## src/rtl/lcd3_pkg.sv

```systemverilog
package lcd3_pkg;

    typedef enum logic [2:0] {
        ST_HALT,
        ST_APOS,
        ST_ANEG,
        ST_BPOS,
        ST_BNEG,
        ST_CPOS,
        ST_CNEG
    } phase_e;

    localparam logic [1:0] MD_MASTER = 2'b00;
    localparam logic [1:0] MD_SOLO   = 2'b01;
    localparam logic [1:0] MD_SPARE  = 2'b10;
    localparam logic [1:0] MD_SLAVE  = 2'b11;

    localparam logic [1:0] LV_ZERO  = 2'd0;
    localparam logic [1:0] LV_THIRD = 2'd1;
    localparam logic [1:0] LV_TWO3  = 2'd2;
    localparam logic [1:0] LV_FULL  = 2'd3;

    function automatic phase_e phase_succ(input phase_e cur);
        phase_e r;
        unique case (cur)
            ST_APOS: r = ST_ANEG;
            ST_ANEG: r = ST_BPOS;
            ST_BPOS: r = ST_BNEG;
            ST_BNEG: r = ST_CPOS;
            ST_CPOS: r = ST_CNEG;
            default: r = ST_APOS;
        endcase
        return r;
    endfunction

    function automatic logic [1:0] seg_code(input logic run, input logic pos, input logic on);
        logic [1:0] r;
        if (!run)     r = LV_ZERO;
        else if (pos) r = on ? LV_ZERO : LV_TWO3;
        else          r = on ? LV_FULL : LV_THIRD;
        return r;
    endfunction

endpackage

```

## src/rtl/lcd3_phase_fsm.sv

```systemverilog
module lcd3_phase_fsm
    import lcd3_pkg::*;
#(
    parameter int TICKS_PER_PHASE = 32
) (
    input  logic   clk,
    input  logic   rst_n,
    input  logic   tick,
    input  logic   ctrl_wr,
    input  logic   sync_in,
    output phase_e state_o
);
    localparam int CW = (TICKS_PER_PHASE > 2) ? $clog2(TICKS_PER_PHASE) : 1;
    localparam logic [CW-1:0] LAST = CW'(TICKS_PER_PHASE - 1);

    phase_e        state_q, state_d;
    logic [CW-1:0] pos_q, pos_d;
    logic          hold_q, hold_d;

    // state register
    always_ff @(posedge clk or negedge rst_n) begin
        if (!rst_n) begin
            state_q <= ST_HALT;
            pos_q   <= '0;
            hold_q  <= 1'b0;
        end else begin
            state_q <= state_d;
            pos_q   <= pos_d;
            hold_q  <= hold_d;
        end
    end

    // transitions: a control write pre-empts the tick of the same cycle
    always_comb begin
        state_d = state_q;
        pos_d   = pos_q;
        hold_d  = hold_q;
        if (ctrl_wr) begin
            hold_d = sync_in;
            if (sync_in) begin
                state_d = ST_HALT;
                pos_d   = '0;
            end
        end else if (tick) begin
            unique case (state_q)
                ST_HALT: begin
                    if (!hold_q) begin
                        state_d = ST_APOS;
                        pos_d   = '0;
                    end
                end
                default: begin
                    if (pos_q == LAST) begin
                        pos_d   = '0;
                        state_d = phase_succ(state_q);
                    end else begin
                        pos_d = pos_q + 1'b1;
                    end
                end
            endcase
        end
    end

    assign state_o = state_q;

endmodule

```

## src/rtl/lcd3_level_map.sv

```systemverilog
module lcd3_level_map
    import lcd3_pkg::*;
#(
    parameter int NUM_DIGITS = 4
) (
    input  phase_e                    state,
    input  logic [8*NUM_DIGITS-1:0]   seg_bits,
    input  logic [NUM_DIGITS-1:0]     sp_bits,
    output logic [5:0]                bp_lvl,
    output logic [6*NUM_DIGITS-1:0]   seg_lvl
);
    logic       run, pos;
    logic [2:0] sel;

    // output decode of the phase state
    always_comb begin
        run = 1'b1;
        pos = 1'b0;
        sel = 3'b000;
        unique case (state)
            ST_HALT: run = 1'b0;
            ST_APOS: begin pos = 1'b1; sel = 3'b001; end
            ST_ANEG: sel = 3'b001;
            ST_BPOS: begin pos = 1'b1; sel = 3'b010; end
            ST_BNEG: sel = 3'b010;
            ST_CPOS: begin pos = 1'b1; sel = 3'b100; end
            ST_CNEG: sel = 3'b100;
            default: run = 1'b0;
        endcase
    end

    for (genvar b = 0; b < 3; b++) begin : g_bp
        assign bp_lvl[2*b +: 2] = !run   ? LV_ZERO :
                                  sel[b] ? (pos ? LV_FULL : LV_ZERO) :
                                           (pos ? LV_THIRD : LV_TWO3);
    end

    for (genvar d = 0; d < NUM_DIGITS; d++) begin : g_dig
        logic [7:0] byt;
        logic       on_sa, on_sb, on_sc;
        assign byt   = seg_bits[8*d +: 8];
        assign on_sa = sel[0] ? byt[1] : sel[1] ? byt[2] : byt[7];
        assign on_sb = sel[0] ? byt[0] : sel[1] ? byt[6] : byt[3];
        assign on_sc = sel[0] ? byt[5] : sel[1] ? byt[4] : sp_bits[d];
        assign seg_lvl[6*d +: 2]     = seg_code(run, pos, on_sa);
        assign seg_lvl[6*d + 2 +: 2] = seg_code(run, pos, on_sb);
        assign seg_lvl[6*d + 4 +: 2] = seg_code(run, pos, on_sc);
    end

endmodule

```

## src/rtl/lcd3_mux_seq.sv

```systemverilog
module lcd3_mux_seq
    import lcd3_pkg::*;
#(
    parameter int NUM_DIGITS      = 4,
    parameter int TICKS_PER_PHASE = 32
) (
    input  logic                      clk,
    input  logic                      rst_n,
    input  logic                      int_tick,
    input  logic                      ext_tick,
    input  logic                      ctrl_wr,
    input  logic [1:0]                mode_in,
    input  logic                      sync_in,
    input  logic [8*NUM_DIGITS-1:0]   seg_bits,
    input  logic [NUM_DIGITS-1:0]     sp_bits,
    output logic [5:0]                bp_lvl,
    output logic [6*NUM_DIGITS-1:0]   seg_lvl,
    output logic                      bpa_osc_in,
    output logic                      bpc_osc_out,
    output logic                      osc_out
);
    logic [1:0] mode_q;
    logic       is_slave;
    logic       adv_tick;
    logic       running;
    phase_e     state;

    always_ff @(posedge clk or negedge rst_n) begin
        if (!rst_n)       mode_q <= MD_SOLO;
        else if (ctrl_wr) mode_q <= mode_in;
    end

    assign is_slave    = (mode_q == MD_SLAVE);
    assign adv_tick    = is_slave ? ext_tick : int_tick;
    assign bpa_osc_in  = is_slave;
    assign bpc_osc_out = !is_slave;
    assign osc_out     = !is_slave && int_tick;
    assign running     = (state != ST_HALT);

    lcd3_phase_fsm #(.TICKS_PER_PHASE(TICKS_PER_PHASE)) u_fsm (
        .clk     (clk),
        .rst_n   (rst_n),
        .tick    (adv_tick),
        .ctrl_wr (ctrl_wr),
        .sync_in (sync_in),
        .state_o (state)
    );

    lcd3_level_map #(.NUM_DIGITS(NUM_DIGITS)) u_map (
        .state    (state),
        .seg_bits (seg_bits),
        .sp_bits  (sp_bits),
        .bp_lvl   (bp_lvl),
        .seg_lvl  (seg_lvl)
    );

endmodule

```

## config.mk

```make
export PLATFORM = sky130hd
export DESIGN_NAME = lcd3_mux_seq
export DESIGN_NICKNAME = d
export VERILOG_FILES = /design/src/rtl/lcd3_pkg.sv /design/src/rtl/lcd3_phase_fsm.sv /design/src/rtl/lcd3_level_map.sv /design/src/rtl/lcd3_mux_seq.sv
export SDC_FILE = /design/constraint.sdc
export NUM_CORES = 1
export LEC_CHECK = 0
export ABC_AREA = 0
export BUFFER_PORTS_ARGS = -buffer_cell sky130_fd_sc_hd__buf_2
export CAP_MARGIN = 5
export CORE_ASPECT_RATIO = 0.6
export CORE_MARGIN = 2
export CORE_UTILIZATION = 40
export CTS_CLUSTER_DIAMETER = 200
export CTS_CLUSTER_SIZE = 10
export DETAILED_ROUTE_END_ITERATION = 8
export PLACE_DENSITY = 0.77
export SLEW_MARGIN = 20
export SYNTH_ARGS = -nofsm -noshare
export SYNTH_HDL_FRONTEND = slang
export SYNTH_SLANG_ARGS = --single-unit
```

## constraint.sdc

```tcl
create_clock -name clk -period 1.8 [get_ports clk]
set_input_delay 0.18 -clock clk [delete_from_list [all_inputs] [get_ports clk]]
set_output_delay 0.18 -clock clk [all_outputs]
set_load 0.05 [all_outputs]
```

==> results of run 1 <==
[power by group]
group	switching, mW	internal, mW
clock network	0.0948	0.156
registers	0.0319	0.278
logic	0.565	0.350
[sequential cells by signal (all words and copies together), names as in the netlist]
name,count
mode_q,2
u_fsm.hold_q,1
u_fsm.pos_q,5
u_fsm.state_o,3
[worst max path at each step]
stage	end	slack [ns]
floorplan	bp_lvl[5]	-0.02
global placement	u_fsm.pos_q[3]	0.10
detailed placement	u_fsm.pos_q[3]	0.03
CTS	seg_lvl[11]	0.0002
global route	seg_lvl[17]	-0.02
finish	seg_lvl[3]	0.03
[final cells by class]
class	instances	area (µm²)
Timing Repair Buffer	89	524.3
Sequential cell	11	279.0
Inverter	2	7.507
Fill cell	287	1249
Clock buffer	4	45.04
Multi-Input combinational cell	112	1042
Tap cell	45	56.30
[timing repair]
action                                  in CTS  in global routing
hold buffers                                 1                  0
endpoints found under the setup margin      13                 13
setup buffers                                0                  2
pin swaps                                    0                  6
resized for setup                           13                 25
hold endpoints to repair                    10                  0
[cell usage in the layout, fill, tap and decap left out, drive strengths merged]
master       instances
dfstp                1
a31oi                3
or2                  1
o22ai                1
o21ai                5
dlygate4sd3          1
o221ai              12
o211a                1
o22a                 1
nand3                1
nand4                1
nor3                 2
nand2b               2
mux2                29
buf                 85
a41oi                2
a32oi                2
o41ai                1
and3                 1
dfrtp               10
nor2                 3
or3                  1
a21oi               15
a31o                 1
clkbuf               7
nand2               16
a21boi               3
o31ai                1
and2                 3
inv                  2
ha                   2
mux2i                1
a21o                 1
[metrics by stage]
stage                     cell area (µm²)  std cells  setup slack [ns]
final                                1954        263           0.02923
after global routing                 1954        263          -0.02150
after CTS                            1833        261         0.0002371
after detailed placement             1730        256           0.02545
after global placement               1730        256            0.1010
after floorplan                      1371        153          -0.01903
[worst max-delay path, delay by kind of cell, from the launching register on]
| kind | cells | cell delay [ns] |
|---|---|---|
| flip-flops | 1 | 0.44 |
| buffers and inverters | 2 | 0.38 |
| multiplexers | 1 | 0.26 |
| AO/OA/AOI/OAI | 2 | 0.26 |
[per-layer routing]
layer	wire [µm]	track usage, %	part of all wire [%]	up-vias
met4	114	7.602	2.8	0
li1	-	-	-	698
met1	1988	30.65	49	692
met3	189	4.664	4.7	13
met2	1744	28.30	43	46
met5	0	0	0	-
[logic make-up (layout without fill, tap and decap cells)]
kind of cell             Yosys count  in the layout  share of synthesized area, %
AO/OA/AOI/OAI                     49             49                         27.12
AND/OR/NAND/NOR                   31             31                         11.23
multiplexers                      30             30                         25.59
buffers and inverters             30             95                         13.13
flip-flops                        11             11                         21.03
adder cells (fa/ha/maj)            2              2                         1.903
==> results_dict.tcl, run 1 <==
set metrics [dict create \
    synth_most_common_cell "mux2_2" \
    hold_viol 0 \
    synthArstFlopShare_pct 100.0 \
    crit_start "u_fsm.state_o[1]" \
    tritoncts "built" \
    maxCapViolCount 0 \
    insertedDiodeCount 0 \
    yosysTopAreaCell "mux2_2" \
    finish.utilization_pct 61.02 \
    setup_violations 0 \
    dieHeight_um 48.42 \
    clk_pin_slew_worst_paths_ns 0.05 \
    cts_max_level 1 \
    io_pins 77 \
    crit_fanout 7 \
    tns_ns 0 \
    reg2reg_slack_ns 0.07 \
    slowest_stage "dfrtp_1" \
    clockBufferDepth 2 \
    postRouteAntennaNets 0 \
    synthToLayoutAreaGrowth_pct 48.62 \
    port_buffers 76 \
    drc 0 \
    tightestPinTransition_ns 0.3206 \
    cp.required_ns 1.62 \
    synth_top_cell_area_share_pct 24.83 \
    cts_root_buf "clkbuf_8" \
    grt_pass1_vias 1218 \
    ys_warn_count 0 \
    drive_gt1_share_pct 72.48 \
    syn_area_per_cell_um2 8.595 \
    peakVddDrop_mv 0.3967 \
    gp_congestion 0.9161 \
    clock_latency_ns 0.24 \
    via_per_inst 5.510 \
    dr.pass1.iters 4 \
    post-dp-hpwl_um 2904 \
    crit_path_start_kind "register" \
    synth.area.top_cells "mux2_2 (25%), dfrtp_1 (19%), o221ai_1 (8.0%)" \
    fmax_ghz 0.5647 \
    hp-start "mode_in[1]" \
    ff2ff_path_depth 7 \
    synth_common_cells "mux2_2 (29), nand2_1 (16), a21oi_1 (15)" \
    dr_total_vias 1449 \
    ys_seq_area_share_pct 21.03 \
    netlist_area_um2 1315 \
    die_w_um 78.02 \
    ys.flop_type "dfrtp_1" \
    outcome "completed" \
    initial_core_util_pct 41.05 \
    gr-total-overflow 0 \
    slew_violations 0 \
    min_path_cells 2 \
    leakage_nw 0.8974 \
    grt_max_degree 29 \
    crit_path_cell_trace "buf_4, mux2_2, o221ai_1, a21oi_2, buf_4" \
    cpMostUsedCell "buf_4" \
    powerDensity_nw_per_um2 755.2 \
    synth_fp_nets 199 \
    arrival_ns 1.59 \
    max_stage_delay_ns 0.44 \
    grt_first_pass_wirelength_um 6037 \
    min_period_ns 1.771 \
    ys_ff_latch 11 \
    reg2reg_to "u_fsm.pos_q[3]" \
    p_total_mw 1.476 \
    dieArea_um2 3777 \
    worst-setup-path-type "reg -> out" \
    endpoint_kind "primary output" \
    core_um2 3203 \
    synth_edf_count 0 \
    cts_made_buffers 3 \
    placementRows 16 \
    antenna_found_initial 0 \
    whs_endpoint "mode_q[1]" \
    whs_ns 0.1794 \
    first_iter_violations 75 \
    fin_nets 265 \
    finalWirelength_um 4036 \
    grt_use_total_pct 20.42 \
    clock-sinks 11 \
    syn_inst 153 \
    holdCritPathClass "in -> reg" \
    yosysUniqueCellTypes 37 \
    wl_per_cell_um 15.35 \
    fin_crit_sh_pct 98.38 \
    fin_worst_skew_ns 0.002571 \
    maxSlewHeadroom_pct 78.63 \
    r2r_start "u_fsm.pos_q[0]" \
]
(Power assumes the default switching activity.)
==> run 2: changes to the inputs <==
--- a/config.mk
+++ b/config.mk
@@ -8,13 +8,15 @@
 export ABC_AREA = 0
 export BUFFER_PORTS_ARGS = -buffer_cell sky130_fd_sc_hd__buf_2
 export CAP_MARGIN = 5
+export CELL_PAD_IN_SITES_DETAIL_PLACEMENT = 2
+export CELL_PAD_IN_SITES_GLOBAL_PLACEMENT = 2
 export CORE_ASPECT_RATIO = 0.6
 export CORE_MARGIN = 2
-export CORE_UTILIZATION = 40
+export CORE_UTILIZATION = 21
 export CTS_CLUSTER_DIAMETER = 200
 export CTS_CLUSTER_SIZE = 10
 export DETAILED_ROUTE_END_ITERATION = 8
-export PLACE_DENSITY = 0.77
+export PLACE_DENSITY_LB_ADDON = 0.1
 export SLEW_MARGIN = 20
 export SYNTH_ARGS = -nofsm -noshare
 export SYNTH_HDL_FRONTEND = slang
==> results_dict.tcl, run 2 (synthesis gave the netlist of run 1 again) <==
set metrics [dict create \
    outcome "completed" \
    insertedDiodeCount 0 \
    clock-sinks 11 \
    cts_max_level 1 \
    tightestPinTransition_ns 0.3757 \
    grt_first_pass_wirelength_um 7872 \
    power.share.sequential_pct 21.0 \
    clock_latency_ns 0.24 \
    fmax_ghz 0.5746 \
    min_period_ns 1.740 \
    dp_slack_ns 0.01452 \
    reg2reg_slack_ns 0.11 \
    grt_pass1_vias 1591 \
    endpoint_kind "primary output" \
    io_pins 77 \
    fin_worst_skew_ns 0.003480 \
    post-dp-hpwl_um 3664 \
    via_per_inst 4.837 \
    netSwitchingFraction_pct 46.83 \
    worst-setup-path-type "reg -> out" \
    intPower_mw 0.7905 \
    clkPwrFrac_pct 17.1 \
    fin_crit_sh_pct 96.68 \
    hold_viol 0 \
    cts_root_buf "clkbuf_8" \
    crit_path_end "seg_lvl[11]" \
    gr-total-overflow 0 \
    arrival_ns 1.56 \
    tns_ns 0 \
    gp_congestion 0.8000 \
    dieHeight_um 65.30 \
    p_total_mw 1.487 \
    timing.final.ws_setup_ns 0.05978 \
    maxCapViolCount 0 \
    clk_pin_slew_worst_paths_ns 0.05 \
    dr_total_vias 1456 \
    drive_gt1_share_pct 73.73 \
    core_um2 6083 \
    drc 0 \
    power.net_switching_mw 0.6962 \
    regMostFlops "u_fsm.pos_q" \
    finalWirelength_um 4922 \
    holdCritPathClass "in -> reg" \
    slew_violations 0 \
    whs_ns 0.1780 \
    final_common_cell "buf_2" \
    maxSlewHeadroom_pct 74.95 \
    ff2ff_path_depth 7 \
    crit_start "u_fsm.state_o[1]" \
    largest_reg_flops 5 \
    die_w_um 106.2 \
    tritoncts "built" \
    port_buffers 76 \
    cts_made_buffers 3 \
    setup_violations 0 \
    rsz0062_at_grt "yes" \
    dp_cells 292 \
    final_cell_area_um2 1981 \
    layout_common_cells "buf_2 (65), mux2_2 (29), buf_4 (17)" \
    leakage_nw 0.8892 \
    wl_per_cell_um 16.35 \
    cp.required_ns 1.62 \
    fin_nets 264 \
    crit_fanout 17 \
    initial_core_util_pct 21.62 \
    grt_max_degree 29 \
    grt_use_total_pct 14.12 \
    powerDensity_nw_per_um2 750.6 \
    placementRows 22 \
    dr.pass1.iters 4 \
    fin_cells 301 \
    first_iter_violations 44 \
    finish.utilization_pct 32.56 \
    clockBufferDepth 2 \
    crit_path_start_kind "register" \
    power.combinational.fraction_pct 62.0 \
    postRouteAntennaNets 0 \
    peakVddDrop_mv 0.3021 \
    reg2reg_to "u_fsm.pos_q[0]" \
    dieArea_um2 6932 \
    postPlaceCellArea_um2 1757 \
    synthToLayoutAreaGrowth_pct 50.62 \
    r2r_start "u_fsm.pos_q[0]" \
    antenna_found_initial 0 \
]
-- run 2: changes by cell type in the layout (fill, tap and decap cells not counted), sizes merged --
cell	before	now
buf	85	87
clkbuf	7	4
-- run 2: power groups by stage --
stage	registers [mW]	logic (mW)	clock network [mW]
floorplan	0.299	0.621	0
global placement	0.308	0.788	0
detailed placement	0.313	0.813	0
CTS	0.309	0.855	0.268
global route	0.317	0.986	0.273
finish	0.312	0.921	0.254
-- run 2: worst min-delay path by stage --
stage	from	endpoint	slack, ns	cells past startpoint
floorplan	rst_n	mode_q[1]	-0.12	0
global placement	rst_n	mode_q[1]	0.07	1
detailed placement	rst_n	mode_q[1]	0.08	1
CTS	mode_in[1]	mode_q[1]	0.17	2
global route	mode_in[0]	mode_q[0]	0.19	2
finish	mode_in[1]	mode_q[1]	0.18	2
-- run 2: metal layers --
layer  wire [µm]  vias up  global-route usage (%)
met3         266        4                   2.877
met2        2380       44                   24.60
met1        2252      713                   18.56
met4          23        0                   1.974
li1            -      695                       -
met5           0        -                       0
-- run 2: cell type report --
type,instances,area (µm²)
clock buffers,4,45.04
fillers,698,4103
inverters,2,7.507
multi-input cells,112,1007
flip-flops and latches,11,280.3
well taps,84,105.1
repair buffers,88,535.5
-- run 2: worst max-delay path: stages, from the launching register on --
cell and delay, ns:
dfrtp_2 0.45, buf_8 0.17, mux2_2 0.28, o221ai_2 0.18
a21oi_2 0.05, buf_4 0.19
-- run 2: timing repair --
item                                   CTS  global route
setup buffers                            0             4
setup endpoints to repair               12            29
cloned                                   0             0
pin swaps                                0             3
endpoints found under the hold margin   10             0
resized for setup                       17            22
hold buffers                             1             0
==> run 3: changes to the inputs <==
--- a/config.mk
+++ b/config.mk
@@ -16,6 +16,7 @@
 export CTS_CLUSTER_DIAMETER = 200
 export CTS_CLUSTER_SIZE = 10
 export DETAILED_ROUTE_END_ITERATION = 8
+export MAX_ROUTING_LAYER = met4
 export PLACE_DENSITY_LB_ADDON = 0.1
 export SLEW_MARGIN = 20
 export SYNTH_ARGS = -nofsm -noshare
==> results_dict.tcl, run 3 (synthesis gave the netlist of run 1 again) <==
set metrics [dict create \
    outcome "completed" \
    hp-start "mode_in[1]" \
    die_w_um 106.2 \
    clk_pin_slew_worst_paths_ns 0.06 \
    layout_common_cells "buf_2 (64), mux2_2 (29), nand2_1 (16), buf_4 (16)" \
    tritoncts "built" \
    io_pins 77 \
    max_stage_delay_ns 0.45 \
    fin_nets 264 \
    clock_latency_ns 0.24 \
    timing.final.ws_setup_ns 0.04274 \
    placementRows 22 \
    grt_use_total_pct 14.53 \
    whs_endpoint "mode_q[1]" \
    fin_worst_skew_ns 0.006071 \
    power.combinational.fraction_pct 62.0 \
    port_buffers 76 \
    hold_viol 0 \
    clockBufferDepth 2 \
    crit_start "u_fsm.state_o[1]" \
    maxCapViolCount 0 \
    tightestPinTransition_ns 0.3699 \
    worst-setup-path-type "reg -> out" \
    min_period_ns 1.757 \
    regMostFlops "u_fsm.pos_q" \
    dp_slack_ns 0.01452 \
    power.net_switching_mw 0.7014 \
    netSwitchingFraction_pct 46.90 \
    largest_reg_flops 5 \
    dieHeight_um 65.30 \
    gp_congestion 0.8116 \
    intPower_mw 0.7940 \
    clkPwrFrac_pct 17.2 \
    slowest_stage "dfrtp_2" \
    power.share.sequential_pct 20.8 \
    drive_gt1_share_pct 73.73 \
    endpoint_kind "primary output" \
    clock-sinks 11 \
    wl_per_cell_um 16.42 \
    r2r_start "u_fsm.pos_q[0]" \
    maxSlewHeadroom_pct 75.34 \
    slew_violations 0 \
    via_per_inst 4.834 \
    ff2ff_path_depth 7 \
    grt_pass1_vias 1595 \
    dr_total_vias 1455 \
    crit_path_start_kind "register" \
    cts_max_level 1 \
    antenna_found_initial 0 \
    final_common_cell "buf_2" \
    dr.pass1.iters 4 \
    postRouteAntennaNets 0 \
    setup_violations 0 \
    initial_core_util_pct 21.62 \
    insertedDiodeCount 0 \
    grt_max_degree 29 \
    cp.required_ns 1.62 \
    synthToLayoutAreaGrowth_pct 51.09 \
    arrival_ns 1.58 \
    cts_made_buffers 3 \
    first_iter_violations 46 \
    crit_path_cell_trace "buf_8, mux2_2, o221ai_2, a21oi_2, buf_4" \
    crit_fanout 17 \
    p_total_mw 1.495 \
    fin_crit_sh_pct 97.63 \
    drc 0 \
    final_cell_area_um2 1987 \
    tns_ns 0 \
    dieArea_um2 6932 \
    finalWirelength_um 4942 \
    powerDensity_nw_per_um2 752.6 \
    cts_root_buf "clkbuf_8" \
    core_um2 6083 \
    min_path_cells 2 \
    rsz0062_at_grt "yes" \
    gr-total-overflow 0 \
    fmax_ghz 0.5691 \
    holdCritPathClass "in -> reg" \
    leakage_nw 0.8894 \
    peakVddDrop_mv 0.3016 \
    postPlaceCellArea_um2 1757 \
    post-dp-hpwl_um 3664 \
    grt_first_pass_wirelength_um 7872 \
    reg2reg_to "u_fsm.pos_q[0]" \
    reg2reg_slack_ns 0.11 \
]
## run 3: layout make-up
type	count	area, µm²
Clock buffer	4	45.04
Tap cell	84	105.1
Inverter	2	7.507
Sequential cell	11	280.3
Fill cell	697	4096
Multi-Input combinational cell	112	1007
Timing Repair Buffer	88	541.8
## run 3: how the worst max path moves through the flow
stage | end | cells past startpoint
after floorplan | bp_lvl[5] | 3
after CTS | seg_lvl[21] | 5
after global routing | seg_lvl[23] | 5
final | seg_lvl[23] | 5
after global placement | u_fsm.pos_q[3] | 7
after detailed placement | u_fsm.pos_q[3] | 7
## run 3: through the flow
stage	hold slack (ns)	utilization [%]	cells
floorplan	-0.1156	-	153
global placement	0.06762	28.88	292
detailed placement	0.07685	28.88	292
CTS	0.1731	30.67	297
global route	0.1859	32.66	301
finish	0.1782	32.66	301
## run 3: metal layers
metal	global-route usage, %	part of all wire (%)	vias to the layer above
li1	-	-	693
met1	18.80	46	707
met2	24.44	48	51
met3	2.778	5.7	4
met4	1.974	0.47	0
met5	-	0	-
## run 3: power groups by stage
stage          registers (mW)  logic, mW  clock network, mW
2_1_floorplan           0.299      0.621                  0
3_3_place_gp            0.308      0.788                  0
3_5_place_dp            0.313      0.813                  0
4_1_cts                 0.309      0.855              0.268
5_1_grt                 0.317      0.992              0.273
6_report                0.311      0.927              0.258
## run 3: repair_timing
item	4_1_cts	5_1_grt
buffers inserted	0	4
hold buffers	1	0
resized for setup	17	24
pin swaps	0	2
cloned	0	0
endpoints found under the hold margin	10	0
setup endpoints to repair	12	29
## run 3: critical path: cells and delay by family, from the launching register on
kind	cells	cell delay, ns
multiplexers	1	0.28
AO/OA/AOI/OAI	2	0.24
buffers and inverters	2	0.36
flip-flops	1	0.45
